--- config.mk ---
export PLATFORM = sky130hd
export DESIGN_NAME = uart_rx_lsr
export DESIGN_NICKNAME = d
export VERILOG_FILES = /design/src/rtl/uart_rx_lsr.sv
export SDC_FILE = /design/constraint.sdc
export NUM_CORES = 1
export LEC_CHECK = 0
export BUFFER_PORTS_ARGS = -buffer_cell sky130_fd_sc_hd__buf_4
export CAP_MARGIN = 10
export CORE_MARGIN = 2
export CORE_UTILIZATION = 60
export DETAILED_ROUTE_END_ITERATION = 6
export HOLD_SLACK_MARGIN = 0.03
export PLACE_DENSITY = 0.83
export SLEW_MARGIN = 20
export SYNTH_ARGS = -nofsm -noshare
export SYNTH_HDL_FRONTEND = slang
export SYNTH_SLANG_ARGS = --single-unit
export TNS_END_PERCENT = 20
--- constraint.sdc ---
create_clock -name clk -period 3.2 [get_ports clk]
set_clock_uncertainty 0.1 [all_clocks]
set_input_delay 0.64 -clock clk [delete_from_list [all_inputs] [get_ports clk]]
set_output_delay 0.64 -clock clk [all_outputs]
set_load 0.05 [all_outputs]
--- src/rtl/uart_rx_lsr.sv ---
module uart_rx_lsr #(
  parameter int DEPTH = 4,
  parameter int OVS   = 16
) (
  input  logic       clk,
  input  logic       rst_n,
  input  logic       rx_in,
  input  logic       tick16,
  input  logic       par_en,
  input  logic       fifo_en,
  input  logic       rbr_rd,
  input  logic       lsr_rd,
  output logic [7:0] rx_data,
  output logic [4:0] lsr
);
  localparam int AW = (DEPTH > 1) ? $clog2(DEPTH) : 1;
  localparam int CW = $clog2(OVS);
  localparam int EW = 11;
  localparam logic [CW-1:0] MID  = CW'(OVS / 2 - 1);
  localparam logic [CW-1:0] LAST = CW'(OVS - 1);
  localparam logic [AW:0]   CAP  = (AW + 1)'(DEPTH);

  typedef enum logic [2:0] {S_IDLE, S_START, S_DATA, S_PAR, S_STOP, S_BRK} st_t;

  logic [1:0]    sync;
  logic          rxs;
  st_t           st;
  logic [CW-1:0] cnt;
  logic [2:0]    bitn;
  logic [7:0]    shr;
  logic          pbit, allz;

  assign rxs = sync[1];

  always_ff @(posedge clk or negedge rst_n)
    if (!rst_n) sync <= 2'b11;
    else        sync <= {sync[0], rx_in};

  always_ff @(posedge clk or negedge rst_n) begin
    if (!rst_n) begin
      st   <= S_IDLE;
      cnt  <= '0;
      bitn <= '0;
      shr  <= '0;
      pbit <= 1'b0;
      allz <= 1'b0;
    end else if (tick16) begin
      case (st)
        S_IDLE:
          if (!rxs) begin
            st  <= S_START;
            cnt <= '0;
          end
        S_START:
          if (cnt == MID) begin
            cnt <= '0;
            if (!rxs) begin
              st   <= S_DATA;
              bitn <= '0;
              allz <= 1'b1;
            end else begin
              st <= S_IDLE;
            end
          end else begin
            cnt <= cnt + 1'b1;
          end
        S_DATA: begin
          cnt <= cnt + 1'b1;
          if (cnt == LAST) begin
            shr  <= {rxs, shr[7:1]};
            allz <= allz & ~rxs;
            bitn <= bitn + 1'b1;
            if (bitn == 3'd7) st <= par_en ? S_PAR : S_STOP;
          end
        end
        S_PAR: begin
          cnt <= cnt + 1'b1;
          if (cnt == LAST) begin
            pbit <= rxs;
            allz <= allz & ~rxs;
            st   <= S_STOP;
          end
        end
        S_STOP: begin
          cnt <= cnt + 1'b1;
          if (cnt == LAST) begin
            if (rxs)       st <= S_IDLE;
            else if (allz) st <= S_BRK;
            else begin
              st   <= S_DATA;
              bitn <= '0;
              allz <= 1'b1;
            end
          end
        end
        S_BRK:
          if (rxs) st <= S_IDLE;
        default: st <= S_IDLE;
      endcase
    end
  end

  logic          push, brk_now;
  logic [EW-1:0] wword;

  assign push    = (st == S_STOP) && tick16 && (cnt == LAST);
  assign brk_now = ~rxs & allz;
  assign wword   = {brk_now, ~rxs, brk_now | (par_en & (^shr ^ pbit)),
                    brk_now ? 8'h00 : shr};

  logic [EW-1:0] mem [DEPTH];
  logic [AW-1:0] rp, wp;
  logic [AW:0]   count;
  logic          empty, full, pop, acc, ovw, ovr_evt, head_chg;
  logic          oe, hclr;
  logic [EW-1:0] head;

  assign empty    = (count == '0);
  assign full     = fifo_en ? (count == CAP) : !empty;
  assign pop      = rbr_rd && !empty;
  assign acc      = push && (!full || pop);
  assign ovr_evt  = push && full && !pop;
  assign ovw      = ovr_evt && !fifo_en;
  assign head_chg = pop || (acc && empty) || ovw;

  always_ff @(posedge clk)
    if (acc)      mem[wp] <= wword;
    else if (ovw) mem[rp] <= wword;

  always_ff @(posedge clk or negedge rst_n) begin
    if (!rst_n) begin
      rp    <= '0;
      wp    <= '0;
      count <= '0;
      oe    <= 1'b0;
      hclr  <= 1'b0;
    end else begin
      if (acc) wp <= wp + 1'b1;
      if (pop) rp <= rp + 1'b1;
      case ({acc, pop})
        2'b10:   count <= count + 1'b1;
        2'b01:   count <= count - 1'b1;
        default: count <= count;
      endcase
      if (ovr_evt)     oe <= 1'b1;
      else if (lsr_rd) oe <= 1'b0;
      if (head_chg)    hclr <= 1'b0;
      else if (lsr_rd) hclr <= 1'b1;
    end
  end

  assign head    = mem[rp];
  assign rx_data = head[7:0];
  assign lsr     = {head[10] & ~empty,
                    head[9]  & ~empty & ~hclr,
                    head[8]  & ~empty & ~hclr,
                    oe,
                    ~empty};
endmodule


==> metrics.md, run 1 <==
| Metric | Value |
|---|---|
| Status | `completed` |
| Pre-CTS WS | `around 0.64 ns` |
| Multi-input logic area | `about 0.0013 mm2` |
| Worst path depth | `3` |
| Avg Cell Area, Syn | `14.9 um2` |
| Input/output buffers | `20` |
| Max_slew headroom | `46.3%` |
| Largest family of logic cells by synthesized area | `multiplexers` |
| Clock share of power | `about a quarter` |
| Post-synth ARST share | `about 41%` |
| FF-to-FF Start | `cnt[0]$_DFFE_PN0P_` |
| Sequential power share | `between 40% and 50%` |
| Final Hold Viols | `0` |
| Largest vdd supply drop | `0.381 mV` |
| Fill count | `just under 400` |
| Nets | `roughly 280` |
| Inserted Clock Buffers | `9` |
| GPL Wtd Cong | `approximately 0.84` |
| Max Slew Vio Count | `0` |
| Number of synthesized flops with an enable pin | `44` |
| Fin crit period | `2.89 ns` |
| Final Worst Setup Slack | `a little over 0.3 ns` |
| Worst Setup Start Kind | `flip-flop` |
| Fmax | `between 300 and 400 MHz` |
| Vias per cell | `roughly 5.7` |
| Initial core utilization | `61.2%` |
| #FFs+latches synth | `75` |
| Top FF cell, synth | `edfxtp_1` |
| Avg WL per Cell | `16.5 um` |
| Residual DRC | `0` |
| Post-Synth Simple-Gate Area | `between 10% and 20%` |
| Worst Reg-to-Reg Cells | `6` |
| Switching portion of total power | `between 30% and 40%` |
| Inst Count DP | `329` |
| Adder-cell share of the synthesized area | `~1.6%` |
| RSZ-0062 raised after global routing | `false` |
| Synth Area in XOR/XNOR | `3.81%` |
| Io pins | `21` |
| DRT iter0 DRCs | `approximately 140` |
| Yosys cell types | `between 60 and 70` |
| CP max-delay cell | `dfrtp_1` |
| Syn Std Cell Area | `0.00358 mm2` |
| Root Buffer | `clkbuf_8` |
| Initial antenna violation count | `0` |
| Hold_buf cts | `0` |
| Non-Filler Instances | `345` |
| Post-DP HPWL | `3990 um` |
| Clk_lat worst skew | `0.34 ns` |
| FF/Latch Area | `about 0.0021 mm2` |
| Clock transition at the registers of the reported paths | `~0.080 ns` |
| Row cnt | `28` |
| Arr. time, crit path | `around 2.2 ns` |
| Syn_nets | `about 250` |
| Share of cells above drive strength 1 | `approximately 31%` |
| Worst-path cell chain | `mux4_2 -> nor3b_1 -> buf_4` |
| Compound-Gate Fraction of Synth Area | `under 10%` |
| Mux cell area share after synthesis | `between 10% and 20%` |
| Gate Count Post-Synth | `240` |
| Die Ht | `~81 um` |
| Post-CTS resize count | `0` |
| Vias post-DR | `about 2000` |
| Lkg Pwr | `between 1.5 and 2 nW` |
| Internal | `around 0.0018 W` |
| Critical Path Source | `rp[0]$_DFFE_PN0P_` |
| NetSw | `about 0.00083 W` |
| Min-delay worst type | `in2async` |
| CTS tree | `yes` |
| Setup crit end kind | `output pin` |
| PD cells | `658 mW/mm2` |
| Sequential fraction of the synthesis area | `58.7%` |
| Yosys warns | `0` |
| Largest net degree at the start of global routing | `32` |
| Critical path's top delay family | `flip-flops` |
| Area growth, synth to finish | `11.2%` |
| Drt pass-1 iters | `4` |
| Core area | `just under 0.006 mm2` |
| Final period util | `approximately 90%` |
| Critical path class | `reg2out` |
| Max Cap Viol | `0` |
| First-pass GRT wire length | `approximately 9500 um` |
| Worst EP required | `between 2 and 2.5 ns` |
| Final Setup Violations | `0` |
| Total wire length | `5700 um` |
| CTS H-tree lvls | `3` |
| Worst Tran Pin Value | `0.805 ns` |
| Global-route usage over all layers | `19.7%` |
| Clk sinks | `75` |
| Vias in the first global route | `~2000` |
| Maximum root-to-sink buffer count | `2` |
| Comb power frac | `between 20 and 25%` |
| Crit path largest cell delay | `0.87 ns` |
| Die area | `around 0.0066 mm2` |
| Antenna Cells | `0` |
| Total congestion overflow | `0` |
| Die W | `between 80 and 90 um` |
| Post-route ant nets | `0` |
| Setup_tns | `0 ns` |
| Setup Fix Bufs, Post-CTS | `0` |
| Critical Path Fanout Max | `15` |
| WP buf/inv | `1` |
[per-stage QoR]
step	instance area [um2]	hold WS [ns]	utilization (%)	total power, W
global route	3980	0.144	68.0	0.00276
finish	3980	0.131	68.0	0.00262
global placement	3790	0.250	64.7	0.00193
floorplan	3580	0.244	-	0.00180
detailed placement	3790	0.249	64.7	0.00196
CTS	3980	0.126	68.0	0.00264
[state kept, by name, indices dropped and copies added, names as in the netlist, 2 cells and up]
signal and flops:
rp 2, st 3, sync 2, bitn 3, mem 44, count 3, shr 8, wp 2
cnt 4
[layout make-up]
class | instances | share of cell area, %
Clock buffer | 9 | 3.11
Clock inverter | 7 | 1.73
Inverter | 13 | 1.23
Multi-Input combinational cell | 139 | 33.7
Sequential cell | 75 | 52.8
Tap cell | 75 | 2.36
Timing Repair Buffer | 27 | 5.09
[per-layer routing]
metal | part of all wire [%] | up-vias | GRT usage (%)
met5 | 0 | - | 0
met1 | 45 | 977 | 26.1
met4 | 0.89 | 0 | 6.61
li1 | - | 948 | -
met2 | 51 | 30 | 32.2
met3 | 3.2 | 5 | 4.67
[worst paths after layout]
path                                         to  slack (ns)
min in group clk              sync[1]$_DFF_PN1_        0.26
max in group asynchronous     sync[0]$_DFF_PN1_        2.55
min                        count[1]$_DFFE_PN0P_        0.13
min reg2reg                   sync[1]$_DFF_PN1_        0.26
max                                      lsr[3]        0.31
max reg2reg                 mem[2][4]$_DFFE_PP_        0.73
[power groups by stage]
| stage | combinational, W | clock (W) | sequential (W) |
|---|---|---|---|
| 2_1_floorplan | 0.000586 | 0 | 0.00121 |
| 3_3_place_gp | 0.000629 | 0 | 0.00130 |
| 3_5_place_dp | 0.000651 | 0 | 0.00131 |
| 4_1_cts | 0.000655 | 0.000704 | 0.00129 |
| 5_1_grt | 0.000709 | 0.000750 | 0.00131 |
| 6_report | 0.000649 | 0.000687 | 0.00128 |
[placed cells by master (no fill, tap or decap), types with 5 or more instances in the layout]
master / instances
inv_1: 13
mux4_2: 11
a21oi_1: 5
clkbuf_8: 9
dfrtp_1: 29
edfxtp_1: 44
nand2_1: 5
buf_4: 27
xnor2_1: 12
mux2_2: 9
nand2b_1: 6
and2_1: 10
nor2_1: 8
[cell usage after synthesis, drive strengths merged (3+ instances only)]
| master | count | share of area [%] |
|---|---|---|
| edfxtp | 44 | 37 |
| nor3 | 5 | 0.84 |
| nand2b | 6 | 1.0 |
| or3b | 4 | 1.1 |
| nor3b | 3 | 0.94 |
| o21ai | 5 | 0.70 |
| nand3 | 3 | 0.56 |
| mux4 | 11 | 6.9 |
| buf | 10 | 2.1 |
| mux2 | 13 | 4.3 |
| ha | 3 | 1.0 |
| and2 | 10 | 1.7 |
| inv | 13 | 1.4 |
| clkbuf | 3 | 0.31 |
| a21oi | 7 | 1.4 |
| xnor2 | 12 | 2.9 |
| a22o | 4 | 0.98 |
| o32ai | 4 | 0.98 |
| nand2 | 5 | 0.52 |
| nor2 | 8 | 0.84 |
| dfrtp | 29 | 20 |
[cell families (layout without fill, tap and decap cells)]
kind of cell               count (synthesis)  in the layout
AOI/OAI and AO/OA                         37             37
buffers and inverters                     26             56
DFF                                       75             75
xor gates and xnor gates                  14             14
adders and majority gates                  4              4
and+or+nand+nor                           58             58
muxes                                     26             26
No activity file was read; power rests on OpenSTA's default activity.
==> run 2: changes to the inputs <==
- BUFFER_PORTS_ARGS: -buffer_cell sky130_fd_sc_hd__buf_4 -> default
- CORE_UTILIZATION: 60 -> 63
- DONT_BUFFER_PORTS: default -> 1
==> metrics.md, run 2 (same netlist as run 1, synthesis figures left out) <==
| Metric | Value |
|---|---|
| Status | `completed (unchanged)` |
| Met3 usage | `5.23% (was 4.67%)` |
| Hold Path Cell Cnt | `0` |
| Final core occ | `71.1% (was 68.0%)` |
| Critical path class | `reg2out (unchanged)` |
| Clock share of power | `29.5% (was 26.2%)` |
| Worst Reg-to-Reg Cells | `6 (unchanged)` |
| Fmax | `343 MHz (was 346 MHz)` |
| PD cells | `690 mW/mm2 (was 658 mW/mm2)` |
| Worst-path cell chain | `mux4_2 -> nor3b_2 -> buf_4 (was mux4_2 -> nor3b_1 -> buf_4)` |
| Row cnt | `27 (was 28)` |
| Antenna Cells | `0 (unchanged)` |
| Post-DP HPWL | `4180 um (was 3990 um)` |
| Crit path largest cell delay | `0.87 ns (about the same)` |
| Pre-CTS WS | `0.575 ns (was 0.638 ns)` |
| Post-CTS resize count | `0 (unchanged)` |
| Met2 Use GR | `35.8% (was 32.2%)` |
| Most common cell after layout, fill and taps aside | `edfxtp_1 (unchanged)` |
| Post-route ant nets | `0 (unchanged)` |
| Vias per cell | `6.08 (was 5.68)` |
| Setup Fix Bufs, Post-CTS | `0 (unchanged)` |
| Comb power frac | `22.9% (was 24.8%)` |
| Maximum root-to-sink buffer count | `2 (unchanged)` |
| Vias post-DR | `1982 (was 1960)` |
| Inserted Clock Buffers | `9 (unchanged)` |
| Max Cap Viol | `0 (unchanged)` |
| Clk sinks | `75 (unchanged)` |
| First-pass GRT wire length | `10400 um (was 9540 um)` |
| Arr. time, crit path | `2.17 ns (was 2.15 ns)` |
| Critical Path Source | `rp[0]$_DFFE_PN0P_ (unchanged)` |
| Final Worst Setup Slack | `0.285 ns (was 0.308 ns)` |
| Die W | `79.4 um (was 81.2 um)` |
| Vias in the first global route | `2099 (was 1971)` |
| Lkg Pwr | `1.49 nW (was 1.54 nW)` |
| Worst Setup Start Kind | `flip-flop (unchanged)` |
| Worst EP required | `2.46 ns (about the same)` |
| Final Setup Violations | `0 (unchanged)` |
| Core area | `0.00551 mm2 (was 0.00585 mm2)` |
| Global-route usage over all layers | `22.4% (was 19.7%)` |
| Hold Path End | `sync[0]$_DFF_PN1_` |
| Clk_lat worst skew | `0.34 ns (about the same)` |
| Max_slew headroom | `46.4% (was 46.3%)` |
| Initial antenna violation count | `0 (unchanged)` |
| RSZ-0062 raised after global routing | `false (unchanged)` |
| Overall Power | `0.00270 W (was 0.00262 W)` |
| DRT iter0 DRCs | `200 (was 141)` |
| Switching portion of total power | `31.4% (was 31.7%)` |
| Setup crit end kind | `output pin (unchanged)` |
| GR peak layer | `met2 (unchanged)` |
| Worst Tran Pin Value | `0.805 ns (about the same)` |
| Largest net degree at the start of global routing | `32 (unchanged)` |
| Total congestion overflow | `0 (unchanged)` |
| FF-to-FF Start | `count[2]$_DFFE_PN0P_ (was cnt[0]$_DFFE_PN0P_)` |
| NetSw | `0.000850 W (was 0.000829 W)` |
| Io pins | `21 (unchanged)` |
| Root Buffer | `clkbuf_8 (unchanged)` |
| Nets | `261 (was 277)` |
| Internal | `0.00185 W (was 0.00179 W)` |
| Min-delay src | `rx_in` |
| CP max-delay cell | `dfrtp_1 (unchanged)` |
| Total wire length | `6220 um (was 5700 um)` |
| Final period util | `91.1% (was 90.4%)` |
| Biggest register | `mem (unchanged)` |
| Area growth, synth to finish | `9.37% (was 11.2%)` |
| Final Hold Viols | `0 (unchanged)` |
| Most frequent cells in the layout | `44 x edfxtp_1, 29 x dfrtp_1, 13 x inv_1 (was 44 x edfxtp_1, 29 x dfrtp_1, 27 x buf_4)` |
| M1 GR Usage | `29.6% (was 26.1%)` |
| Critical Path Fanout Max | `15 (unchanged)` |
| Sequential power share | `47.6% (was 49.0%)` |
| Inst Count DP | `308 (was 329)` |
| Top flop regs | `mem: 44 flops, shr: 8 flops, cnt: 4 flops (unchanged)` |
| Residual DRC | `0 (unchanged)` |
| Share of cells above drive strength 1 | `27.6% (was 31.1%)` |
| Fin crit period | `2.91 ns (was 2.89 ns)` |
| Clock transition at the registers of the reported paths | `0.08 ns (about the same)` |
| Largest vdd supply drop | `0.355 mV (was 0.381 mV)` |
| Initial core utilization | `65.0% (was 61.2%)` |
| GPL Wtd Cong | `0.788 (was 0.838)` |
| Non-Filler Instances | `326 (was 345)` |
| Die area | `0.00630 mm2 (was 0.00660 mm2)` |
| Reg2Reg Setup Slack | `0.53 ns (was 0.73 ns)` |
| Die Ht | `79.4 um (was 81.2 um)` |
| Max Slew Vio Count | `0 (unchanged)` |
| Drt pass-1 iters | `4 (unchanged)` |
| CTS tree | `yes (unchanged)` |
| Input/output buffers | `0 (was 20)` |
| Setup_tns | `0 ns (unchanged)` |
| Largest register FFs | `44 (unchanged)` |
| CTS H-tree lvls | `3 (unchanged)` |
| Min-delay worst type | `in2reg (was in2async)` |
| Avg WL per Cell | `19.1 um (was 16.5 um)` |
| FF-to-FF End | `mem[3][6]$_DFFE_PP_ (was mem[2][4]$_DFFE_PP_)` |
[run 2: power groups by stage]
stage          logic, W  registers (W)  clock network [W]
2_1_floorplan  0.000586        0.00121                  0
3_3_place_gp   0.000584        0.00130                  0
3_5_place_dp   0.000606        0.00131                  0
4_1_cts        0.000623        0.00129           0.000816
5_1_grt        0.000665        0.00130           0.000850
6_report       0.000618        0.00129           0.000797
[run 2: worst max-delay path: cells and delay by family, from the launching register on]
family	cells	cell delay (ns)
flops	1	0.87
mux	1	0.60
buf+inv	1	0.20
simple gates	1	0.17
[run 2: what timing repair did]
| action | CTS | global route |
|---|---|---|
| hold buffers | 2 | 0 |
| hold endpoints to repair | 31 | 0 |
| endpoints found under the setup margin | 0 | 0 |
[run 2: cell type report]
cell class | instances | area [um2]
Clock buffer | 9 | 124
Clock inverter | 7 | 101
Fill cell | 320 | 1590
Inverter | 13 | 48.8
Multi-Input combinational cell | 139 | 1350
Sequential cell | 75 | 2100
Tap cell | 72 | 90.1
Timing Repair Buffer | 11 | 97.6
[run 2: worst max-delay path by stage]
| stage | endpoint | depth (start not counted) |
|---|---|---|
| after CTS | lsr[3] | 3 |
| after detailed placement | mem[3][0]$_DFFE_PP_ | 6 |
| after floorplan | mem[0][0]$_DFFE_PP_ | 5 |
| after global placement | mem[1][0]$_DFFE_PP_ | 6 |
| after global routing | lsr[3] | 3 |
| final | lsr[3] | 3 |
[run 2: stage by stage]
stage                     hold WS [ns]  cell area [um2]
after floorplan                  0.244             3580
after global placement           0.246             3660
after detailed placement         0.246             3660
after CTS                        0.170             3910
after global routing             0.163             3910
final                            0.188             3910
[run 2: metal layers]
metal,vias up,wire [um]
met5,-,0
met4,0,108
met3,12,296
met2,52,3220
met1,993,2590
li1,925,-
==> run 3: changes to the inputs <==
- clock period: 3.2 -> 3 ns (I/O delays scaled with it)
==> metrics.md, run 3 (same netlist as run 1, synthesis figures left out) <==
| Metric | Value |
|---|---|
| Status | `completed (unchanged)` |
| Row cnt | `27 (unchanged)` |
| Die W | `79.4 um (unchanged)` |
| Avg WL per Cell | `19.3 um (was 19.1 um)` |
| Core area | `0.00551 mm2 (unchanged)` |
| Root Buffer | `clkbuf_8 (unchanged)` |
| Most frequent cells in the layout | `44 x edfxtp_1, 29 x dfrtp_1, 14 x buf_4 (was 44 x edfxtp_1, 29 x dfrtp_1, 13 x inv_1)` |
| CTS H-tree lvls | `3 (unchanged)` |
| Total congestion overflow | `0 (unchanged)` |
| CTS tree | `yes (unchanged)` |
| Min-delay worst type | `in2reg (unchanged)` |
| Antenna Cells | `0 (unchanged)` |
| Largest vdd supply drop | `0.519 mV (was 0.355 mV)` |
| DRT iter0 DRCs | `197 (was 200)` |
| PD cells | `732 mW/mm2 (was 690 mW/mm2)` |
| Max Slew Vio Count | `0 (unchanged)` |
| Global-route usage over all layers | `22.8% (was 22.4%)` |
| Arr. time, crit path | `1.97 ns (was 2.17 ns)` |
| Max Cap Viol | `0 (unchanged)` |
| Crit path largest cell delay | `0.68 ns (was 0.87 ns)` |
| Worst-path cell chain | `buf_4 -> mux4_2 (was mux4_2 -> nor3b_2 -> buf_4)` |
| Largest register FFs | `44 (unchanged)` |
| Multi-input logic area | `0.00135 mm2 (unchanged)` |
| Fin crit period | `between 2 and 3 ns` |
| Clk sinks | `75 (unchanged)` |
| Most common cell after layout, fill and taps aside | `edfxtp_1 (unchanged)` |
| Worst Setup Start Kind | `flip-flop (unchanged)` |
| Fill count | `331 (was 320)` |
| Setup Fix Bufs, Post-CTS | `0 (unchanged)` |
| Critical path's top delay family | `multiplexers (was flip-flops)` |
| Worst EP required | `2.30 ns (was 2.46 ns)` |
| Share of cells above drive strength 1 | `28.6% (was 27.6%)` |
| Worst Tran Pin Value | `0.661 ns (was 0.805 ns)` |
| Clock transition at the registers of the reported paths | `0.08 ns (about the same)` |
| GPL Wtd Cong | `0.816 (was 0.788)` |
| Critical path class | `reg2out (unchanged)` |
| Fmax | `approximately 370 MHz` |
| Post-route ant nets | `0 (unchanged)` |
| Clk_lat worst skew | `0.34 ns (about the same)` |
| Setup_tns | `0 ns (unchanged)` |
| Drt pass-1 iters | `4 (unchanged)` |
| Lkg Pwr | `1.51 nW (was 1.49 nW)` |
| Vias per cell | `6.21 (was 6.08)` |
| Top flop regs | `mem: 44 flops, shr: 8 flops, cnt: 4 flops (unchanged)` |
| Max_slew headroom | `55.5% (was 46.4%)` |
| Critical Path Fanout Max | `8 (was 15)` |
| CP max-delay cell | `mux4_2 (was dfrtp_1)` |
| Hold Path Cell Cnt | `0 (unchanged)` |
| Vias in the first global route | `2141 (was 2099)` |
| FF/Latch Area | `0.00210 mm2 (unchanged)` |
| Biggest register | `mem (unchanged)` |
| Setup crit end kind | `output pin (unchanged)` |
| Final Hold Viols | `0 (unchanged)` |
| Input/output buffers | `0 (unchanged)` |
| WP buf/inv | `1 (unchanged)` |
| Post-DP HPWL | `4410 um (was 4180 um)` |
| Die area | `0.00630 mm2 (unchanged)` |
| Worst path depth | `2 (was 3)` |
| Hold slack final | `0.148 ns (was 0.188 ns)` |
| Total wire length | `6380 um (was 6220 um)` |
| Residual DRC | `0 (unchanged)` |
| Final Setup Violations | `0 (unchanged)` |
| Pre-CTS WS | `0.543 ns (was 0.575 ns)` |
| Area growth, synth to finish | `10.2% (was 9.37%)` |
| Initial antenna violation count | `0 (unchanged)` |
| Inserted Clock Buffers | `9 (unchanged)` |
| Worst Reg-to-Reg Cells | `6 (unchanged)` |
| Nets | `266 (was 261)` |
| Final Worst Setup Slack | `0.328 ns (was 0.285 ns)` |
| Vias post-DR | `2057 (was 1982)` |
| Io pins | `21 (unchanged)` |
| Initial core utilization | `65.0% (unchanged)` |
| Final period util | `around nine tenths` |
| Largest net degree at the start of global routing | `32 (unchanged)` |
| Maximum root-to-sink buffer count | `2 (unchanged)` |
| First-pass GRT wire length | `10600 um (was 10400 um)` |
| RSZ-0062 raised after global routing | `false (unchanged)` |
| Die Ht | `79.4 um (unchanged)` |
==> run 3: cell types whose count changed in the layout (fill, tap and decap cells not counted), sizes merged <==
cell,change
buf,+5
clkbuf,+1
clkinv,+1
clkinvlp,-1
inv,-1
==> run 3: timing repair <==
item	CTS	global route
hold endpoints to repair	31	0
gates resized for setup	0	0
hold buffers	2	0
==> run 3: final timing paths <==
kind                                       end               start  slack, ns
max                                 rx_data[7]   rp[0]$_DFFE_PN0P_       0.33
min                          sync[0]$_DFF_PN1_               rx_in       0.15
max reg2reg                mem[3][2]$_DFFE_PP_  cnt[0]$_DFFE_PN0P_       0.49
min reg2reg                  sync[1]$_DFF_PN1_   sync[0]$_DFF_PN1_       0.26
max in group asynchronous    sync[0]$_DFF_PN1_               rst_n       1.96
min in group asynchronous     allz$_DFFE_PN0P_               rst_n       0.61
==> run 3: power by group <==
part           switching [W]  leakage [nW]  total (W)  internal [W]
combinational       0.000385         0.600   0.000702      0.000317
clock               0.000362         0.106   0.000832      0.000470
sequential          0.000156         0.805    0.00136       0.00120
total               0.000903          1.51    0.00289       0.00199
==> run 3: through the flow <==
step	power, W	cells	utilization, %	instance area (um2)
6_report	0.00289	331	71.6	3940
3_5_place_dp	0.00207	313	67.1	3700
5_1_grt	0.00301	331	71.6	3940
4_1_cts	0.00291	331	71.6	3940
3_3_place_gp	0.00204	313	67.1	3700
2_1_floorplan	0.00192	240	-	3580
==> run 3: layout make-up <==
type / instances / area share [%]
multi-input cells: 139 / 34.3
repair buffers: 16 / 3.43
clock inverters: 6 / 2.28
clock buffers: 10 / 3.24
inverters: 13 / 1.24
well taps: 72 / 2.28
flip-flops and latches: 75 / 53.2
==> run 3: per-layer routing <==
metal	global-route usage, %	wire length [um]	up-vias
met5	0	0	-
met4	10.2	126	0
met3	4.77	321	11
met2	37.8	3300	86
met1	29.1	2620	1029
li1	-	-	931
